$ cat config.mk
export PLATFORM = sky130hd
export DESIGN_NAME = rgx_arbiter
export DESIGN_NICKNAME = d
export VERILOG_FILES = /design/src/rtl/rgx_pkg.sv /design/src/rtl/rgx_chan.sv /design/src/rtl/rgx_ctrl.sv /design/src/rtl/rgx_arbiter.sv
export SDC_FILE = /design/constraint.sdc
export NUM_CORES = 1
export LEC_CHECK = 0
export ABC_AREA = 1
export BUFFER_PORTS_ARGS = -buffer_cell sky130_fd_sc_hd__buf_4
export CAP_MARGIN = 20
export CORE_MARGIN = 4
export CORE_UTILIZATION = 30
export CTS_CLUSTER_SIZE = 10
export DETAILED_ROUTE_END_ITERATION = 10
export PLACE_DENSITY = 0.52
export SYNTH_ARGS = -nofsm -noshare
export SYNTH_HDL_FRONTEND = slang
export SYNTH_SLANG_ARGS = --single-unit
$ cat constraint.sdc
create_clock -name clk -period 1.9 [get_ports clk]
set_input_delay 0.285 -clock clk [delete_from_list [all_inputs] [get_ports clk]]
set_output_delay 0.285 -clock clk [all_outputs]
set_load 0.01 [all_outputs]
$ cat src/rtl/rgx_pkg.sv
package rgx_pkg;

  typedef enum logic [2:0] {
    TS_IDLE = 3'd0,
    TS_T1   = 3'd1,
    TS_T2   = 3'd2,
    TS_T3   = 3'd3,
    TS_T4   = 3'd4,
    TS_TW   = 3'd5
  } tstate_e;

  typedef enum logic [1:0] {
    HS_OWN  = 2'd0,
    HS_HELD = 2'd1,
    HS_DEAD = 2'd2
  } hstate_e;

  // a request seen in this T-state counts as "on or before T2" for the T4 ahead
  function automatic logic seen_early(input logic [2:0] t);
    return (t != TS_T3) && (t != TS_TW);
  endfunction

  // may a pending request be granted in this clock
  function automatic logic grant_window(input logic [2:0] t, input logic ripe,
                                        input logic lock, input logic fack,
                                        input logic split);
    return !lock && ((t == TS_IDLE) || ((t == TS_T4) && ripe && !fack && !split));
  endfunction

endpackage

$ cat src/rtl/rgx_chan.sv
module rgx_chan
  import rgx_pkg::*;
(
  input  logic       clk,
  input  logic       rst_n,
  input  logic       line_n,
  input  logic       mask,
  input  logic       clr,
  input  logic [2:0] tstate,
  output logic       pend,
  output logic       ripe
);

  logic req_seen;
  assign req_seen = !line_n && !mask;

  always_ff @(posedge clk or negedge rst_n) begin
    if (!rst_n) begin
      pend <= 1'b0;
      ripe <= 1'b0;
    end else if (clr) begin
      pend <= 1'b0;
      ripe <= 1'b0;
    end else begin
      pend <= pend | req_seen;
      if (req_seen && seen_early(tstate))
        ripe <= 1'b1;
      else if (tstate == TS_T4)
        ripe <= pend | req_seen;
    end
  end

endmodule

$ cat src/rtl/rgx_ctrl.sv
module rgx_ctrl
  import rgx_pkg::*;
#(
  parameter int CH = 2
) (
  input  logic          clk,
  input  logic          rst_n,
  input  logic [CH-1:0] line_n,
  input  logic [CH-1:0] pend,
  input  logic [CH-1:0] ripe,
  input  logic [2:0]    tstate,
  input  logic          lock,
  input  logic          fack,
  input  logic          split,
  output logic [CH-1:0] grant,
  output logic [CH-1:0] held_mask,
  output logic          bus_float,
  output logic          hold_ack
);

  hstate_e       st_q;
  logic [CH-1:0] owner_q;
  logic [CH-1:0] elig;
  logic          release_seen;
  logic          grant_any;

  function automatic logic [CH-1:0] lowest_one(input logic [CH-1:0] v);
    logic [CH-1:0] r;
    logic          found;
    r = '0;
    found = 1'b0;
    for (int k = 0; k < CH; k++) begin
      if (v[k] && !found) begin
        r[k] = 1'b1;
        found = 1'b1;
      end
    end
    return r;
  endfunction

  for (genvar g = 0; g < CH; g++) begin : g_elig
    assign elig[g] = pend[g] && grant_window(tstate, ripe[g], lock, fack, split);
  end

  assign grant        = (st_q == HS_OWN) ? lowest_one(elig) : '0;
  assign grant_any    = |grant;
  assign held_mask    = (st_q == HS_HELD) ? owner_q : '0;
  assign release_seen = (st_q == HS_HELD) && |(owner_q & ~line_n);
  assign bus_float    = (st_q == HS_HELD);
  assign hold_ack     = (st_q == HS_HELD);

  always_ff @(posedge clk or negedge rst_n) begin
    if (!rst_n) begin
      st_q    <= HS_OWN;
      owner_q <= '0;
    end else begin
      unique case (st_q)
        HS_OWN:  if (grant_any) begin
                   st_q    <= HS_HELD;
                   owner_q <= grant;
                 end
        HS_HELD: if (release_seen) st_q <= HS_DEAD;
        HS_DEAD: st_q <= HS_OWN;
        default: st_q <= HS_OWN;
      endcase
    end
  end


  grant_onehot_chk: assert property (@(posedge clk) disable iff (!rst_n)
    $onehot0(grant));

  no_grant_in_hold_chk: assert property (@(posedge clk) disable iff (!rst_n)
    hold_ack |-> (grant == '0));

  grant_then_hold_chk: assert property (@(posedge clk) disable iff (!rst_n)
    grant_any |=> (bus_float && hold_ack));

  dead_clock_chk: assert property (@(posedge clk) disable iff (!rst_n)
    $fell(hold_ack) |-> (grant == '0));

  grant_window_chk: assert property (@(posedge clk) disable iff (!rst_n)
    grant_any |-> (tstate == TS_IDLE || tstate == TS_T4));

  lock_blocks_chk: assert property (@(posedge clk) disable iff (!rst_n)
    lock |-> !grant_any);

endmodule

$ cat src/rtl/rgx_arbiter.sv
module rgx_arbiter
  import rgx_pkg::*;
#(
  parameter int CH = 2
) (
  input  logic          clk,
  input  logic          rst_n,
  input  logic [CH-1:0] rg_n_i,
  input  logic [2:0]    tstate_i,
  input  logic          lock_i,
  input  logic          first_ack_i,
  input  logic          split_first_i,
  output logic [CH-1:0] rg_drive_o,
  output logic          bus_float_o,
  output logic          hold_ack_o
);

  logic [CH-1:0] pend;
  logic [CH-1:0] ripe;
  logic [CH-1:0] grant;
  logic [CH-1:0] held_mask;

  for (genvar g = 0; g < CH; g++) begin : g_chan
    rgx_chan u_chan (
      .clk    (clk),
      .rst_n  (rst_n),
      .line_n (rg_n_i[g]),
      .mask   (held_mask[g]),
      .clr    (grant[g]),
      .tstate (tstate_i),
      .pend   (pend[g]),
      .ripe   (ripe[g])
    );
  end

  rgx_ctrl #(.CH(CH)) u_ctrl (
    .clk       (clk),
    .rst_n     (rst_n),
    .line_n    (rg_n_i),
    .pend      (pend),
    .ripe      (ripe),
    .tstate    (tstate_i),
    .lock      (lock_i),
    .fack      (first_ack_i),
    .split     (split_first_i),
    .grant     (grant),
    .held_mask (held_mask),
    .bus_float (bus_float_o),
    .hold_ack  (hold_ack_o)
  );

  assign rg_drive_o = grant;

endmodule

Word level (Yosys, flattened, before mapping)
Cells that the tools add are included.
- flip-flop bits (word level): 8
- input port bits: 10
- word-level logic and storage cells: 66
- equality and inequality tests: 6
- multiplexer cells: 15
- bitwise logic cells: 4
- reduce and logical (&&, ||, !) cells: 35
- operator list (cell ; number):
    1-bit logical AND ; 17
    1-bit 2-to-1 mux ; 10
    1-bit zero test ; 8
    2-bit 2-to-1 mux ; 4
    3-bit nonzero test ; 2
    2-bit by 1-bit inequality test with 1-bit output (second input constant) ; 2
    2-bit case mux with 2 select lines ; 1
    2-bit AND reduction ; 2
    2-bit OR reduction ; 2
    3-bit equality test (second input constant) ; 1
    3-bit zero test ; 1
    3-bit by 2-bit inequality test with 1-bit output (second input constant) ; 1
    3-bit inequality test (second input constant) ; 1
    2-bit bitwise AND ; 1
    2-bit by 1-bit equality test with 1-bit output (second input constant) ; 1
    2-bit zero test ; 1
    1-bit logical OR ; 2
    2-bit NOT ; 1
    1-bit OR ; 2

Longest topological paths before layout
Gate-level depths: netlist (run 1).
- depth after elaboration: 15
- gate-level depth with buffers: 10
- gate-level depth less buffers: 10

Hierarchy
From an unflattened synthesis (run 1), not the netlist that was laid out.
- cells, all modules: 73
- area, all modules: 510.5 um^2
- by module, submodules not included (module ; times used ; cells each ; area each (um^2) ; sequential area each (um^2)):
    rgx_ctrl ; 1 ; 41 ; 265.3 ; 100.1
    rgx_chan ; 2 ; 16 ; 122.6 ; 50.0

Worst setup path before layout (run 1)
Ideal clock, no wire load.
- path kind: register to output
- start: register u_ctrl.st_q[0]
- end: output port rg_drive_o[1]
- arrival time: 0.976 ns
- required time: 1.615 ns
- setup slack: 0.639 ns
- cell stages (with the launch flop): 7
- buffers on the path: 1
- path through: dfrtp_1 inv_1 nand2_2 nor3_2 nand2_1 nor2_2 buf_4
- cells in the longest elaborated chain, start to end: 2
- RTL lines (item ; line ; source):
    start, declared ; rgx_ctrl.sv:21 ; hstate_e st_q;
    start signal, assigned ; rgx_ctrl.sv:54 ; st_q <= HS_OWN;
    start signal, assigned ; rgx_ctrl.sv:59 ; st_q <= HS_HELD;
    start signal, assigned ; rgx_ctrl.sv:62 ; HS_HELD: if (release_seen) st_q <= HS_DEAD;
    2-bit zero test ; rgx_ctrl.sv:45 ; assign grant = (st_q == HS_OWN) ? lowest_one(elig) : '0;
    2-bit 2-to-1 mux ; rgx_ctrl.sv:45 ;
    end, declared ; rgx_arbiter.sv:13 ; output logic [CH-1:0] rg_drive_o,
Every way passes these cells.

Worst setup path after layout (run 1)
Same ends and word-level chain as after synthesis.

==> results of run 1 <==
## metal layers
layer	track usage [%]	vias to the layer above	part of all wire (%)
met3	3.61	2	5.5
met2	14.6	7	45
met5	0	-	0
met4	6.91	0	1.3
li1	-	259	-
met1	12.2	199	48
## how the worst min path moves through the flow
stage	slack, ps	startpoint	cells past startpoint	to
3_3_place_gp	110	rst_n	1	g_chan[0].u_chan.ripe
5_1_grt	400	rst_n	2	g_chan[0].u_chan.ripe
2_1_floorplan	-10	rst_n	0	g_chan[0].u_chan.pend
3_5_place_dp	110	rst_n	1	g_chan[0].u_chan.ripe
6_report	380	rg_n_i[1]	3	g_chan[1].u_chan.pend
4_1_cts	380	rst_n	2	g_chan[0].u_chan.ripe
## synth_stat cells, drive strengths merged
| library cell | count |
|---|---|
| nor3 | 1 |
| o221ai | 1 |
| o21bai | 3 |
| dfrtp | 8 |
| nand2 | 24 |
| nor2 | 7 |
| inv | 20 |
| a21oi | 4 |
| o21ai | 2 |
| nand3 | 5 |
| buf | 3 |
## per-stage QoR
step | setup WS [ps] | utilization (%)
after floorplan | 639 | -
after global placement | 480 | 39.9
after detailed placement | 505 | 39.9
after CTS | 281 | 41.9
after global routing | 202 | 41.9
final | 296 | 41.9
## flip-flops by register name (all words and copies together), names as in the netlist
| name | count |
|---|---|
| u_ctrl.st_q | 2 |
| u_ctrl.owner_q | 2 |
| g_chan.u_chan.pend | 2 |
| g_chan.u_chan.ripe | 2 |
## power groups by stage
stage	combinational (W)	clock (W)	sequential, W
6_report	0.000237	0.000129	0.000237
5_1_grt	0.000279	0.000151	0.000243
4_1_cts	0.000243	0.000137	0.000238
3_5_place_dp	0.000240	0	0.000241
3_3_place_gp	0.000240	0	0.000240
2_1_floorplan	0.000176	0	0.000237
## critical path: stages, from the launching register on
cell and delay, ps:
dfrtp_1 370, inv_1 60, nand2_2 80, nor3_2 110, nand2_1 90, nor2_2 190, buf_4 150
## cell families after synthesis
group / synth area share (%)
buffers and inverters: 18.4
AOI/OAI and AO/OA: 11.6
and+or+nand+nor: 32.3
DFF: 37.7
## area by class of cell
class | count | area (um^2)
clock buffers | 3 | 22.5
fillers | 174 | 926
multi-input cells | 47 | 233
flip-flops and latches | 8 | 200
repair buffers | 14 | 108
well taps | 24 | 30.0
inverters | 20 | 75.1
## what timing repair did
action	4_1_cts	5_1_grt
endpoints found under the hold margin	8	0
buffers inserted	0	0
hold buffers	1	0
==> flow_metrics.tcl, run 1 <==
set metrics [dict create \
    status "finished clean" \
    placed_cells 112 \
    setup_violations 0 \
    die_x_um 50.1 \
    totalWireLength_mm 1.05 \
    finalPower_w 0.000603 \
    synth_top_area_share_pct 37.7 \
    synthCells 78 \
    hold_viol 0 \
    drc 0 \
    grt_overflow_total 0 \
    dr_total_vias 467 \
    syn_nets 88 \
    area_delta_synth_final_pct 25.9 \
    hold_path.class "in2reg" \
    core_area_mm2 0.00159 \
    fin_nets 104 \
    cts-root-buf "clkbuf_4" \
    h-tree-depth 1 \
    hold_ws_ps 380 \
    r2r-end "g_chan[1].u_chan.ripe" \
    first_pass_iters 2 \
    worst-r2r-setup-slack_ps 720 \
    swShare_pct 35.8 \
    criticalPathCategory "reg2out" \
    place_area_um2 636 \
    fp.dieArea_mm2 0.00251 \
    fin_crit_sh_pct 84.4 \
    synth_seq_cells 8 \
    clock-sinks 8 \
    antenna_found_initial 0 \
    ant_nets 0 \
    antennaDiodeCount 0 \
    grt_util_all_layers_pct 10.1 \
    p_int_w 0.000387 \
    power.switching_w 0.000216 \
    leakage_nw 0.387 \
    cts_resized 0 \
    yosysWarnings 0 \
    critical_path_arrival_ps 1320 \
    slew_headroom_pct 80.9 \
    stdcell_count 116 \
    r2r_cells 8 \
    worstSetupStartpoint "u_ctrl.st_q[0]" \
    grt_pass1_vias 442 \
    drt-wirelength-per-cell_um 9.09 \
    r2r-start "u_ctrl.st_q[1]" \
    drive_gt1_share_pct 29.3 \
    p_clk_share_pct 21.4 \
    finalCriticalPeriod_ps 1600 \
    initial_core_util_pct 33.3 \
    cts_buffer_depth 2 \
    clock_latency_ps 250 \
    fin_skew_ps 1.06 \
    grt_start_max_net_pins 9 \
    grt_pass1_wl_mm 1.86 \
    synth_area_leaders "dfrtp_1 (38%), nand2_1 (15%), inv_1 (11%), nand3_1 (4.7%), buf_4 (4.2%)" \
    worst-path-max-fanout 4 \
    numCtsBuffers 3 \
    routabilityCongestion 0.739 \
    setup_tns_ps 0 \
    drv_cap 0 \
    layout_commonest_cell "nand2_1" \
    yosysUniqueCellTypes 16 \
    clkTransAtPathRegs_ps 50 \
    drv_slew 0 \
    power_frac_seq_pct 39.3 \
    power_density_mw_per_mm2 903 \
    rsz0062_at_grt "no" \
    stdcell_area_um2 668 \
    worstPathRequired_ps 1620 \
    via_per_inst 4.03 \
    num_io_pins 14 \
    ir_drop_v 0.000396 \
    first_iter_violations 5 \
    die_h_um 50.1 \
    fmax_ghz 0.623 \
    postSynthAreaPerCell_um2 6.80 \
    crit_end "rg_drive_o[1]" \
    startpoint_type "register" \
    hpwl_um 904 \
    final_cell_mix "nand2_1 (21), inv_1 (16), buf_4 (13)" \
    combPwrFrac_pct 39.3 \
    io_buffer_count 13 \
    yosysTopAreaCell "dfrtp_1" \
    worst_slew_pin_slew_ps 284 \
    critPathCaptureType "output port" \
    rows 14 \
    cts_tree "built" \
    seq_area_frac_synth_pct 37.7 \
    netlist_area_um2 531 \
]
(Power assumes the default switching activity.)
==> run 2: changes to the inputs <==
clock period = 1.5 ns   (was 1.9 ns; I/O delays follow)
==> run 2 against run 1 <==
  * The run now ends with negative setup slack left
  * Non-clock buffer count increased by 4
  * Via count unchanged
  * Clock skew barely moved
  * Sequential share of layout area fell by 2.3 points
  * Sequential power up 27%
  * Routed wire length increased by 3.9%
  * Flip-flop and latch count is the same
  * Register-to-register slack got worse by 580 ps
  * Die area unchanged
  * Critical path depth is the same
  * Cell area is 8.4% higher
  * Largest cell class unchanged
  * Largest power group is now combinational cells
==> flow_metrics.tcl, run 2 (synthesis gave the netlist of run 1 again) <==
set metrics [dict create \
    final_cell_mix "nand2_1 (20), inv_1 (15), buf_4 (15)" \
    clkTransAtPathRegs_ps 50 \
    stdcell_count 120 \
    holdPathStages 3 \
    routabilityCongestion 0.736 \
    core_area_mm2 0.00159 \
    fp.dieArea_mm2 0.00251 \
    violations "negative setup slack" \
    cts_tree "built" \
    numCtsBuffers 3 \
    hold_viol 0 \
    antenna_found_initial 0 \
    worst-path-max-fanout 3 \
    startpoint_type "register" \
    num_io_pins 14 \
    rows 14 \
    criticalPathCategory "reg2out" \
    crit_slowest_cell "dfrtp_1" \
    dr_total_vias 467 \
    clock-sinks 8 \
    cts_buffer_depth 2 \
    fin_skew_ps 0.926 \
    drv_cap 0 \
    hold_path.class "in2reg" \
    first_pass_iters 4 \
    worstPathCellList "inv_2 -> nand2_4 -> nor3_2 -> nand2_2 -> nor2_4 -> buf_6" \
    first_iter_violations 4 \
    io_buffer_count 13 \
    area_delta_synth_final_pct 36.6 \
    ir_drop_v 0.000452 \
    cp.depth 6 \
    drc 0 \
    critPathCaptureType "output port" \
    placed_cells 112 \
    r2r_cells 10 \
    final_core_utilization_pct 45.4 \
    dp_slack_ps 199 \
    grt_pass1_wl_mm 1.89 \
    fin_crit_sh_pct 100 \
    grt_util_all_layers_pct 10.1 \
    setup_violations 1 \
    die_x_um 50.1 \
    status "complete, but fails checks" \
    critical_path_arrival_ps 1280 \
    drive_gt1_share_pct 36.5 \
    drt-wirelength-per-cell_um 9.13 \
    finalCriticalPeriod_ps 1500 \
    path_delay_family "simple AND/OR/NAND/NOR gates" \
    die_h_um 50.1 \
    rsz0062_at_grt "yes" \
    fin_nets 108 \
    fmax_ghz 0.666 \
    leakage_nw 0.411 \
    setup_ws_ps -1.89 \
    grt_overflow_total 0 \
    via_per_inst 3.89 \
    power_density_mw_per_mm2 1110 \
    antennaDiodeCount 0 \
    layout_commonest_cell "nand2_1" \
    worst_slew_pin_slew_ps 263 \
    clock_latency_ps 250 \
    slew_headroom_pct 82.4 \
    hpwl_um 887 \
    initial_core_util_pct 33.3 \
    worst-r2r-setup-slack_ps 140 \
    grt_pass1_vias 456 \
    max_stage_delay_ps 380 \
    drv_slew 0 \
    ant_nets 0 \
    totalWireLength_mm 1.10 \
    cts-root-buf "clkbuf_4" \
    h-tree-depth 1 \
    worstPathRequired_ps 1270 \
    cp_num_buf_inv 2 \
    grt_start_max_net_pins 9 \
]
[run 2: changes by cell type in the layout (fill, tap and decap cells not counted), sizes merged]
| cell | delta |
|---|---|
| buf | +4 |
[run 2: worst paths after layout]
kind | from | to
worst max-delay path | u_ctrl.st_q[0] | rg_drive_o[1]
worst min-delay path | rg_n_i[1] | g_chan[1].u_chan.pend
worst max register to register | u_ctrl.st_q[0] | g_chan[1].u_chan.ripe
worst min register to register | u_ctrl.owner_q[0] | u_ctrl.owner_q[0]
max in group asynchronous | rst_n | u_ctrl.st_q[1]
min in group asynchronous | rst_n | u_ctrl.st_q[0]
[run 2: cell type report]
type | instances | area [um^2]
well taps | 24 | 30.0
clock buffers | 3 | 22.5
flip-flops and latches | 8 | 200
multi-input cells | 47 | 251
inverters | 20 | 75.1
fillers | 179 | 870
repair buffers | 18 | 145
[run 2: worst min-delay path, cell delays in order]
cell	delay [ps]
buf_4	80
o21bai_1	150
a21oi_1	80
[run 2: timing repair]
item | in CTS | in global routing
hold buffers | 1 | 0
setup endpoints to repair | 1 | 2
resized for setup | 2 | 6
buffers inserted | 1 | 3
hold endpoints to repair | 8 | 0
pin swaps | 1 | 7
[run 2: power breakdown]
group	internal (W)	switching, W	leakage (nW)
registers	0.000279	0.0000216	0.0913
clock network	0.0000915	0.0000727	0.0138
logic	0.000146	0.000193	0.306
[run 2: layer usage]
layer	routed length (um)	vias up	GRT usage, %
met3	58	2	4.22
met5	0	-	0
met2	479	7	13.5
li1	-	268	-
met4	12	0	6.91
met1	544	190	12.9
[run 2: per-stage QoR]
stage | instance area (um^2) | total power [W] | hold slack (ps) | setup TNS [ps]
final | 724 | 0.000803 | 320 | -1.89
after global routing | 724 | 0.000887 | 341 | -123
after CTS | 684 | 0.000788 | 311 | -8.87
after detailed placement | 636 | 0.000606 | 53.9 | 0
after global placement | 636 | 0.000607 | 51.4 | 0
after floorplan | 531 | 0.000523 | -70.6 | 0
==> run 3: changes to the inputs <==
TNS_END_PERCENT = 1   (was unset)
==> run 3 against run 2 <==
  * The flow now finishes without violations
  * Cell area shrank 2.2%
  * Clock-buffer cell count is the same
  * Combinational power shrank 4%
  * Critical path type unchanged
  * Highest routed layer unchanged
==> flow_metrics.tcl, run 3 (synthesis gave the netlist of run 1 again) <==
set metrics [dict create \
    status "finished clean" \
    finalPower_w 0.000787 \
    routabilityCongestion 0.736 \
    power_frac_seq_pct 38.0 \
    clock_latency_ps 250 \
    stdcell_area_um2 708 \
    cts_tree "built" \
    fin_nets 107 \
    antennaDiodeCount 0 \
    first_iter_violations 6 \
    antenna_found_initial 0 \
    numCtsBuffers 3 \
    final_cell_mix "nand2_1 (20), inv_1 (16), buf_4 (15)" \
    r2r-start "u_ctrl.st_q[1]" \
    hpwl_um 887 \
    setup_tns_ps 0 \
    holdPathEnd "g_chan[1].u_chan.pend" \
    final_core_utilization_pct 44.4 \
    rsz0062_at_grt "yes" \
    h-tree-depth 1 \
    clock-sinks 8 \
    setup_violations 0 \
    worstHoldStart "rg_n_i[1]" \
    layout_commonest_cell "nand2_1" \
    holdPathStages 3 \
    drv_cap 0 \
    grt_pass1_wl_mm 1.89 \
    finalCriticalPeriod_ps 1440 \
    area_delta_synth_final_pct 33.5 \
    die_x_um 50.1 \
    placed_cells 112 \
    cts-root-buf "clkbuf_4" \
    p_int_w 0.000505 \
    io_buffer_count 13 \
    leakage_nw 0.404 \
    grt_util_all_layers_pct 10.1 \
    die_h_um 50.1 \
    fmax_ghz 0.694 \
    critical_path_arrival_ps 1220 \
    dr_total_vias 466 \
    worstPathRequired_ps 1270 \
    first_pass_iters 4 \
    power_density_mw_per_mm2 1110 \
    clkTransAtPathRegs_ps 50 \
    slew_headroom_pct 82.4 \
    drv_slew 0 \
    fin_crit_sh_pct 96.0 \
    worst-path-max-fanout 3 \
    initial_core_util_pct 33.3 \
    cts_buffer_depth 2 \
    place_area_um2 636 \
    criticalPathCategory "reg2out" \
    grt_overflow_total 0 \
    swShare_pct 35.8 \
    drive_gt1_share_pct 34.7 \
    rows 14 \
    ir_drop_v 0.000434 \
    critPathCaptureType "output port" \
    combPwrFrac_pct 41.0 \
    ant_nets 0 \
    fin_skew_ps 1.47 \
    hold_path.class "in2reg" \
    power.switching_w 0.000282 \
    r2r-end "g_chan[1].u_chan.ripe" \
    worst-r2r-setup-slack_ps 300 \
    startpoint_type "register" \
    grt_pass1_vias 456 \
    via_per_inst 3.92 \
    stdcell_count 119 \
    core_area_mm2 0.00159 \
    drt-wirelength-per-cell_um 9.25 \
    drc 0 \
    worst_slew_pin_slew_ps 263 \
    num_io_pins 14 \
    p_clk_share_pct 21.0 \
    hold_viol 0 \
    fp.dieArea_mm2 0.00251 \
    r2r_cells 8 \
    totalWireLength_mm 1.10 \
    grt_start_max_net_pins 9 \
]
## run 3: cell count changes in the layout (fill, tap and decap cells not counted), sizes merged
cell and change:
buf -1
## run 3: stage by stage
| step | hold WS, ps | worst slack [ps] |
|---|---|---|
| after global placement | 51.4 | 197 |
| after CTS | 311 | -8.87 |
| final | 320 | 60.0 |
| after global routing | 341 | -67.6 |
| after detailed placement | 53.9 | 199 |
| after floorplan | -70.6 | 299 |
## run 3: repair_timing
action | 4_1_cts | 5_1_grt
endpoints found under the setup margin | 1 | 2
buffers inserted | 1 | 2
pin swaps | 1 | 4
hold buffers | 1 | 0
cloned | 0 | 0
gates resized for setup | 2 | 3
endpoints found under the hold margin | 8 | 0
## run 3: how the worst max path moves through the flow
stage / startpoint / to / slack, ps / depth (start not counted)
global route: g_chan[0].u_chan.ripe / rg_drive_o[0] / -70 / 7
CTS: g_chan[0].u_chan.ripe / rg_drive_o[0] / -9 / 7
detailed placement: first_ack_i / rg_drive_o[1] / 200 / 7
floorplan: u_ctrl.st_q[0] / rg_drive_o[1] / 300 / 6
finish: u_ctrl.st_q[0] / rg_drive_o[1] / 60 / 6
global placement: first_ack_i / rg_drive_o[1] / 200 / 7
## run 3: final cells by class
cell class                      count  area [um^2]
Fill cell                         179          886
Inverter                           20         75.1
Sequential cell                     8          200
Clock buffer                        3         22.5
Tap cell                           24         30.0
Multi-Input combinational cell     47          246
Timing Repair Buffer               17          134
## run 3: worst max-delay path, cell delays in order (launching register included)
cell	delay, ps
dfrtp_1	370
inv_1	70
nand2_2	80
nor3_2	130
nand2_2	100
nor2_4	90
buf_4	120
## run 3: per-layer routing
metal / share of wire (%) / routed length, um / GRT usage [%] / vias to the layer above
li1: - / - / - / 267
met1: 49 / 537 / 12.9 / 190
met2: 44 / 485 / 13.5 / 7
met3: 5.8 / 64 / 4.22 / 2
met4: 1.1 / 12 / 6.91 / 0
met5: 0 / 0 / 0 / -
## run 3: power by group through the flow
stage / Clock (W) / Sequential, W / Combinational [W]
2_1_floorplan: 0 / 0.000300 / 0.000223
3_3_place_gp: 0 / 0.000304 / 0.000303
3_5_place_dp: 0 / 0.000303 / 0.000303
4_1_cts: 0.000177 / 0.000299 / 0.000312
5_1_grt: 0.000189 / 0.000305 / 0.000376
6_report: 0.000165 / 0.000299 / 0.000323
